**src/rtl/gpb_pkg.sv**
```systemverilog
package gpb_pkg;
  localparam int F_IEN  = 0;
  localparam int F_STS  = 1;
  localparam int F_HI   = 2;
  localparam int F_LO   = 3;
  localparam int F_EDGE = 4;
  localparam int F_OE   = 5;
  localparam int F_DOUT = 6;
  localparam int F_DIN  = 7;
  localparam int F_PEN  = 8;
  localparam int F_PUP  = 9;

  typedef struct packed {
    logic ien;
    logic hi;
    logic lo;
    logic edge_md;
    logic oe;
    logic dout;
    logic pen;
    logic pup;
  } pin_cfg_t;

  // Trigger decision from the config and two successive synchronised samples.
  function automatic logic trig_hit(input pin_cfg_t c, input logic cur, input logic prv);
    logic rise, fall;
    rise = cur & ~prv;
    fall = ~cur & prv;
    if (c.edge_md)
      trig_hit = (c.hi & rise) | (c.lo & fall);
    else
      trig_hit = (c.hi & ~c.lo & cur) | (c.lo & ~c.hi & ~cur);
  endfunction

  function automatic pin_cfg_t cfg_from_word(input logic [31:0] w);
    pin_cfg_t c;
    c.ien     = w[F_IEN];
    c.hi      = w[F_HI];
    c.lo      = w[F_LO];
    c.edge_md = w[F_EDGE];
    c.oe      = w[F_OE];
    c.dout    = w[F_DOUT];
    c.pen     = w[F_PEN];
    c.pup     = w[F_PUP];
    return c;
  endfunction

  function automatic logic [31:0] word_from_cfg(input pin_cfg_t c, input logic sts, input logic din);
    logic [31:0] w;
    w = '0;
    w[F_IEN]  = c.ien;
    w[F_STS]  = sts;
    w[F_HI]   = c.hi;
    w[F_LO]   = c.lo;
    w[F_EDGE] = c.edge_md;
    w[F_OE]   = c.oe;
    w[F_DOUT] = c.dout;
    w[F_DIN]  = din;
    w[F_PEN]  = c.pen;
    w[F_PUP]  = c.pup;
    return w;
  endfunction
endpackage

```
**src/rtl/gpb_sync.sv**
```systemverilog
module gpb_sync #(
  parameter int W = 32
) (
  input  logic         clk,
  input  logic         rst_n,
  input  logic [W-1:0] d,
  output logic [W-1:0] q
);
  logic [W-1:0] meta;
  always_ff @(posedge clk or negedge rst_n) begin
    if (!rst_n) begin
      meta <= '0;
      q    <= '0;
    end else begin
      meta <= d;
      q    <= meta;
    end
  end
endmodule

```
**src/rtl/gpb_pin.sv**
```systemverilog
module gpb_pin
  import gpb_pkg::*;
#(
  parameter int DW = 32
) (
  input  logic          clk,
  input  logic          rst_n,
  input  logic          wr,
  input  logic [DW-1:0] wdata,
  input  logic          smp_cur,
  input  logic          smp_prv,
  output logic [DW-1:0] ctrl_word,
  output logic          hit,
  output logic          clr,
  output logic          sts,
  output logic          ien,
  output logic          oe,
  output logic          dout,
  output logic          pu,
  output logic          pd
);
  pin_cfg_t cfg;

  assign hit = trig_hit(cfg, smp_cur, smp_prv);
  assign clr = wr & wdata[F_STS];

  always_ff @(posedge clk or negedge rst_n) begin
    if (!rst_n) begin
      cfg <= '0;
      sts <= 1'b0;
    end else begin
      if (wr) cfg <= cfg_from_word(wdata);
      sts <= hit | (sts & ~clr);
    end
  end

  always_comb begin
    ctrl_word = '0;
    ctrl_word[31:0] = word_from_cfg(cfg, sts, smp_cur);
  end

  assign ien  = cfg.ien;
  assign oe   = cfg.oe;
  assign dout = cfg.dout;
  assign pu   = cfg.pen & cfg.pup;
  assign pd   = cfg.pen & ~cfg.pup;
endmodule

```
**src/rtl/gpb_bank.sv**
```systemverilog
module gpb_bank #(
  parameter int NPINS = 32,
  parameter int DW    = 32,
  parameter int AW    = $clog2(NPINS + 1)
) (
  input  logic             clk,
  input  logic             rst_n,
  input  logic [AW-1:0]    bus_addr,
  input  logic             bus_wen,
  input  logic [DW-1:0]    bus_wdata,
  output logic [DW-1:0]    bus_rdata,
  input  logic [NPINS-1:0] pin_in,
  output logic [NPINS-1:0] pin_oe,
  output logic [NPINS-1:0] pin_out,
  output logic [NPINS-1:0] pad_pu,
  output logic [NPINS-1:0] pad_pd,
  output logic             bank_irq
);
  localparam logic [AW-1:0] SUM_ADDR = AW'(NPINS);

  logic [NPINS-1:0] smp_cur, smp_prv;
  logic [NPINS-1:0] sts_vec, en_vec, hit_vec, clr_vec;
  logic [DW-1:0]    ctrl_words [NPINS];

  gpb_sync #(.W(NPINS)) u_sync (
    .clk(clk), .rst_n(rst_n), .d(pin_in), .q(smp_cur)
  );

  always_ff @(posedge clk or negedge rst_n) begin
    if (!rst_n) smp_prv <= '0;
    else        smp_prv <= smp_cur;
  end

  for (genvar n = 0; n < NPINS; n++) begin : g_pin
    logic sel_wr;
    assign sel_wr = bus_wen && (bus_addr == AW'(n));
    gpb_pin #(.DW(DW)) u_pin (
      .clk(clk), .rst_n(rst_n),
      .wr(sel_wr), .wdata(bus_wdata),
      .smp_cur(smp_cur[n]), .smp_prv(smp_prv[n]),
      .ctrl_word(ctrl_words[n]),
      .hit(hit_vec[n]), .clr(clr_vec[n]),
      .sts(sts_vec[n]), .ien(en_vec[n]),
      .oe(pin_oe[n]), .dout(pin_out[n]),
      .pu(pad_pu[n]), .pd(pad_pd[n])
    );
  end

  always_comb begin
    bus_rdata = '0;
    if (bus_addr == SUM_ADDR)
      bus_rdata[NPINS-1:0] = sts_vec;
    else if (bus_addr < SUM_ADDR)
      bus_rdata = ctrl_words[bus_addr[AW-2:0]];
  end

  always_ff @(posedge clk or negedge rst_n) begin
    if (!rst_n) bank_irq <= 1'b0;
    else        bank_irq <= |(sts_vec & en_vec);
  end
endmodule

```
**config.mk**
```make
export PLATFORM = sky130hd
export DESIGN_NAME = gpb_bank
export DESIGN_NICKNAME = d
export VERILOG_FILES = /design/src/rtl/gpb_pkg.sv /design/src/rtl/gpb_sync.sv /design/src/rtl/gpb_pin.sv /design/src/rtl/gpb_bank.sv
export SDC_FILE = /design/constraint.sdc
export NUM_CORES = 1
export LEC_CHECK = 0
export BUFFER_PORTS_ARGS = -buffer_cell sky130_fd_sc_hd__buf_2
export CAP_MARGIN = 20
export CORE_AREA = 5 5 195 197
export DETAILED_ROUTE_END_ITERATION = 6
export DIE_AREA = 0 0 200 202
export GPL_ROUTABILITY_DRIVEN = 0
export GPL_TIMING_DRIVEN = 1
export MAX_ROUTING_LAYER = met4
export PLACE_DENSITY = 0.76
export SLEW_MARGIN = 20
export SYNTH_ARGS = -nofsm -noshare
export SYNTH_HDL_FRONTEND = slang
export SYNTH_SLANG_ARGS = --single-unit
```
**constraint.sdc**
```tcl
create_clock -name clk -period 1.59 [get_ports clk]
set_input_delay 0.159 -clock clk [delete_from_list [all_inputs] [get_ports clk]]
set_output_delay 0.159 -clock clk [all_outputs]
set_load 0.02 [all_outputs]
```
Word level (Yosys, flattened, before mapping)
Cells that the tools add are included.

Register bits: 385. Latch bits: 0. Memory bits (writable): 0. Bits in read-only memories: 0. Input bits: 73. Output and inout port bits: 161. Logic and storage cells: 1071. Memories kept: 0.

Add/sub/neg operators: 0. Multiply operators: 0. Div/mod/pow operators: 0. Order comparisons: 2. Eq/ne operators: 32. Shifts and indexed selects: 0. Muxes and demuxes: 37. Bitwise gates (word level): 674. Reductions and logical operators: 34.

Operator list (number): AND 1 bit (384); inverter 1 bit (192); binary-select mux 32 bit (select 5 bit) (1); two-way mux 32 bit (4); == test 6 x 5 -> 1 bit (second input constant) (16); bitwise OR 1 bit (96); == test 6 x 4 -> 1 bit (second input constant) (8); AND 32 bit (1); logical AND 1 bit (32); two-way mux 1 bit (32); OR reduction 32 bit (1); == test 6 x 3 -> 1 bit (second input constant) (4); == test 6 x 2 -> 1 bit (second input constant) (2); == test 6 x 1 -> 1 bit (second input constant) (1); == test 6 bit (second input constant) (1); greater-or-equal comparator 6 bit (second input constant) (1); zero test 6 bit (1); < comparator 6 bit (second input constant) (1); inverter 5 -> 6 bit (1).

Logic depth before layout (Yosys ltp)
Depth after elaboration: 6. Gate-level depth with buffers: 8. Depth with buffers taken out: 5.

Hierarchy
From an unflattened synthesis, not the netlist that was laid out.

Cells, all modules: 3162. Area, all modules: 30810.8 um2.

By module, submodules not included: gpb_pin (times used 32, cells each 59, area each 591.8 um2, seq. area each 225.2 um2); gpb_bank (times used 1, cells each 1210, area each 10271.1 um2, seq. area each 825.8 um2); gpb_sync (times used 1, cells each 64, area each 1601.5 um2, seq. area each 1601.5 um2).

Worst setup path before layout
Ideal clock, no wire load.

Kind: input-to-output. Start point: input bus_addr[0]. End point: output bus_rdata[9]. Data arrival time: 1.766 ns. Data required time: 1.431 ns. Slack: -0.335 ns. Stages: 7. Path buffers: 2. Cell sequence: buf_4 nor2b_1 clkbuf_1 a22oi_1 a21oi_1 or4_1 o21ai_1.

Word-level cells in the longest chain between the ends: 6. Elaborated cells on any way between the ends: 8. Classes of those cells: order compare (1); eq/ne (1); mux (5); bitwise (1).

RTL lines: from (decl) (line gpb_bank.sv:8) `input logic [AW-1:0] bus_addr,`; inverter 5 -> 6 bit (not written as such) (line gpb_bank.sv:54) `bus_rdata = ctrl_words[bus_addr[AW-2:0]];`; binary-select mux 32 bit (select 5 bit) (line gpb_bank.sv:54); two-way mux 32 bit (not written as such) (2 in a row) (line gpb_bank.sv:54); two-way mux 32 bit (line gpb_bank.sv:53) `else if (bus_addr < SUM_ADDR)`; two-way mux 32 bit * (line gpb_bank.sv:51) `if (bus_addr == SUM_ADDR)`; to (decl) (line gpb_bank.sv:11) `output logic [DW-1:0] bus_rdata,`.

Every way passes the cells marked *; elsewhere a longest branch is shown, timed or not. The select of a mux whose other input is x is not followed.

Final worst setup path
Start point: register g_pin[13].u_pin.cfg (netlist bit g_pin[13].u_pin.ctrl_word[3]). End point: output bus_rdata[3].

Word-level cells in the longest chain between the ends: 5.

RTL lines: from (decl) (line gpb_pin.sv:22) `pin_cfg_t cfg;`; from (signal assigned) (line gpb_pin.sv:32) `if (wr) cfg <= cfg_from_word(wdata);`; binary-select mux 32 bit (select 5 bit) (line gpb_bank.sv:54); two-way mux 32 bit (not written as such) (2 in a row) (line gpb_bank.sv:54); two-way mux 32 bit (line gpb_bank.sv:53); two-way mux 32 bit (line gpb_bank.sv:51).

No other way between the ends. The select of a mux whose other input is x is not followed.

==> flow_summary.json <==
{
  "status": "complete, but fails checks",
  "violations": "negative setup slack",
  "numCtsBuffers": 42,
  "avgViaCountPerCell": 5.95,
  "hold_violations": 0,
  "clock.fmax_ghz": 0.397,
  "max_cap_viol_count": 0,
  "finalInstanceArea_sq_um": 25700,
  "slew_headroom_pct": 14.9,
  "synth_area_leaders": "dfrtp_1 (51%), mux2_2 (14%), mux2i_1 (8.5%), buf_4 (5.5%), a22oi_1 (3.8%)",
  "p_leak_nw": 12.7,
  "seqCellArea_sq_um": 9630,
  "layoutNonFillerInstCount": 2636,
  "fp.dieH_um": 202,
  "cts.path.max_buffers": 3,
  "peakVddDrop_mv": 0.801,
  "critPathMaxFanout": 2,
  "wl_per_cell_um": 23.9,
  "clk_pin_slew_ns": 0.06,
  "fin_crit_ns": 2.52,
  "first_pass_iters": 7,
  "antenna_left": 0,
  "rsz0062_at_grt": "yes",
  "whs_path_depth": 4,
  "setup_violations": 38,
  "grt_pass1_vias": 16200,
  "ios": 234,
  "reg2reg_depth": 4,
  "antenna_found_initial": 1,
  "highest_layer": "met4",
  "wirelength_mm": 63.1,
  "synthArstFlopShare_pct": 100,
  "core_sq_um": 36100,
  "hpwl_mm": 43.0,
  "hold_start": "bus_wdata[3]",
  "hp-class": "in -> reg",
  "syn_area_sq_um": 18900,
  "grt_use_total_pct": 31.3,
  "endpoint_kind": "output port",
  "ys.flop_type": "dfrtp_1",
  "synth_seq_area_share_pct": 51.0,
  "nNetsFinal": 2207,
  "holdPathEnd": "g_pin[19].u_pin.ctrl_word[3]$_DFFE_PN0P_",
  "synth_cell_types": 36,
  "dpl_cell_area_sq_um": 23200,
  "design.die.area_sq_um": 40400,
  "yosys.area.top_type_share_pct": 51.0,
  "dp_cells": 2500,
  "cts_tree": "built",
  "grt_pass1_wl_mm": 95.0,
  "clk_latency_ns": 0.55,
  "r2r_slack_ns": -0.03,
  "row_count": 70,
  "cp_data_required_time_ns": 1.43,
  "syn_nets": 1662,
  "synth.largest_area_cell": "dfrtp_1",
  "skew_ns": 0.0164,
  "io_buffers": 210,
  "worst_pin_slew_ns": 1.28,
  "cp.arrival_ns": 2.36,
  "met3_length_mm": 6.05,
  "timing.final.ws_setup_ns": -0.932,
  "cellPowerDensity_nw_per_um2": 1090,
  "ys_warn_count": 0,
  "tns_ns": -14.52,
  "final_cell_mix": "buf_4 (416), dfrtp_1 (385), mux2_2 (237), buf_2 (171), mux2i_1 (152)",
  "die_w_um": 200,
  "cp-start-kind": "register",
  "routed-wl-met2_mm": 29.6,
  "r2r-start": "g_pin[9].u_pin.sts$_DFF_PN0_",
  "total_power_mw": 28.0,
  "wl_met1_mm": 23.6,
  "grt.overflow.total": 0,
  "synth_edf_count": 0,
  "fillCellCount": 2354,
  "route.detailed.drc": 0,
  "cts-root-buf": "clkbuf_16",
  "final_common_cell": "buf_4",
  "synthToLayoutAreaGrowth_pct": 36.1,
  "grt_max_degree": 72,
  "drive_gt1_share_pct": 51.6,
  "vias": 15700,
  "drv_slew": 0,
  "fin_crit_sh_pct": 159,
  "synth_seq_cells": 385,
  "synth_area_per_cell_sq_um": 11.9,
  "synth_cells": 1589,
  "reg2reg_to": "bank_irq$_DFF_PN0_",
  "cts.sinks": 385,
  "drt_iter0_markers": 1453,
  "initial_utilization_pct": 52.4,
  "htree_levels": 2,
  "multi_input_area_sq_um": 8310,
  "critical_path_class": "reg -> out"
}
-- sequential cells by signal (all words and copies together) (netlist names) --
name,cells
g_pin.u_pin.sts,32
g_pin.u_pin.oe,32
bank_irq,1
smp_prv,32
g_pin.u_pin.ctrl_word,160
g_pin.u_pin.dout,32
g_pin.u_pin.ien,32
u_sync.meta,32
u_sync.q,32
-- where the power goes --
group / switching (mW) / internal [mW] / total (mW)
Sequential: 0.689 / 10.9 / 11.5
Combinational: 3.39 / 3.25 / 6.64
Clock: 4.05 / 5.81 / 9.86
-- area by class of cell --
cell class | count | share of cell area, %
clock inverters | 17 | 0.574
well taps | 468 | 2.28
diodes | 2 | 0.0194
repair buffers | 708 | 22.1
flip-flops and latches | 385 | 37.4
multi-input cells | 964 | 32.3
inverters | 33 | 0.481
clock buffers | 59 | 4.85
-- worst max-delay path by stage --
stage | startpoint | to | slack, ns | depth (start not counted)
finish | g_pin[13].u_pin.ctrl_word[3]$_DFFE_PN0P_ | bus_rdata[3] | -0.93 | 6
global route | g_pin[20].u_pin.dout$_DFFE_PN0P_ | bus_rdata[6] | -0.95 | 6
CTS | g_pin[13].u_pin.ctrl_word[3]$_DFFE_PN0P_ | bus_rdata[3] | -0.86 | 6
detailed placement | bus_addr[3] | bus_rdata[5] | -1.03 | 8
global placement | bus_addr[3] | bus_rdata[5] | -0.97 | 8
floorplan | bus_addr[1] | bus_rdata[7] | -0.21 | 8
-- metrics by stage --
| step | hold slack, ns | utilization (%) | setup slack [ns] |
|---|---|---|---|
| floorplan | -0.137 | - | -0.211 |
| global placement | 0.111 | 64.2 | -0.968 |
| detailed placement | 0.112 | 64.2 | -1.03 |
| CTS | 0.0710 | 70.6 | -0.864 |
| global route | 0.100 | 71.3 | -0.955 |
| finish | 0.0917 | 71.3 | -0.932 |
-- kinds of logic (layout without fill, tap and decap cells) --
kind of cell / count (synthesis) / count (layout) / share of synthesized area, %
muxes: 397 / 397 / 22.6
DFF: 385 / 385 / 51.0
and+or+nand+nor: 290 / 293 / 8.83
AOI/OAI and AO/OA: 274 / 274 / 9.58
buffers and inverters: 243 / 817 / 8.04
other: 0 / 2 / 0
-- synthesized netlist by cell type, types with 7 or more instances --
| library cell | instances |
|---|---|
| nor2b_1 | 36 |
| a22oi_1 | 96 |
| nand2b_1 | 7 |
| clkbuf_1 | 52 |
| o211ai_1 | 32 |
| o21ai_1 | 10 |
| and2_1 | 55 |
| inv_1 | 33 |
| a21oi_1 | 40 |
| buf_4 | 138 |
| or4_1 | 11 |
| nand2_1 | 141 |
| buf_6 | 8 |
| o2111ai_1 | 32 |
| o21ai_0 | 64 |
| dfrtp_1 | 385 |
| mux2i_1 | 160 |
| nor3_4 | 14 |
| mux2_2 | 237 |
-- layer usage --
metal | up-vias | GRT usage, %
met5 | - | -
met4 | 0 | 14.7
met3 | 290 | 6.87
met2 | 913 | 48.7
met1 | 7823 | 39.2
li1 | 6668 | -
-- critical path, stage by stage (launching register included) --
cell	delay, ns
dfrtp_1	0.40
mux2i_1	0.11
a22oi_2	0.34
a21oi_2	0.10
or4_4	0.50
o21ai_4	0.21
buf_6	0.14
-- what timing repair did --
item,CTS,global route
endpoints found under the setup margin,33,53
hold endpoints to repair,417,0
setup buffers,14,10
pin swaps,47,47
resized for setup,127,49
hold buffers,33,0
gates cloned,4,2
Power figures use the tool's default switching activity.
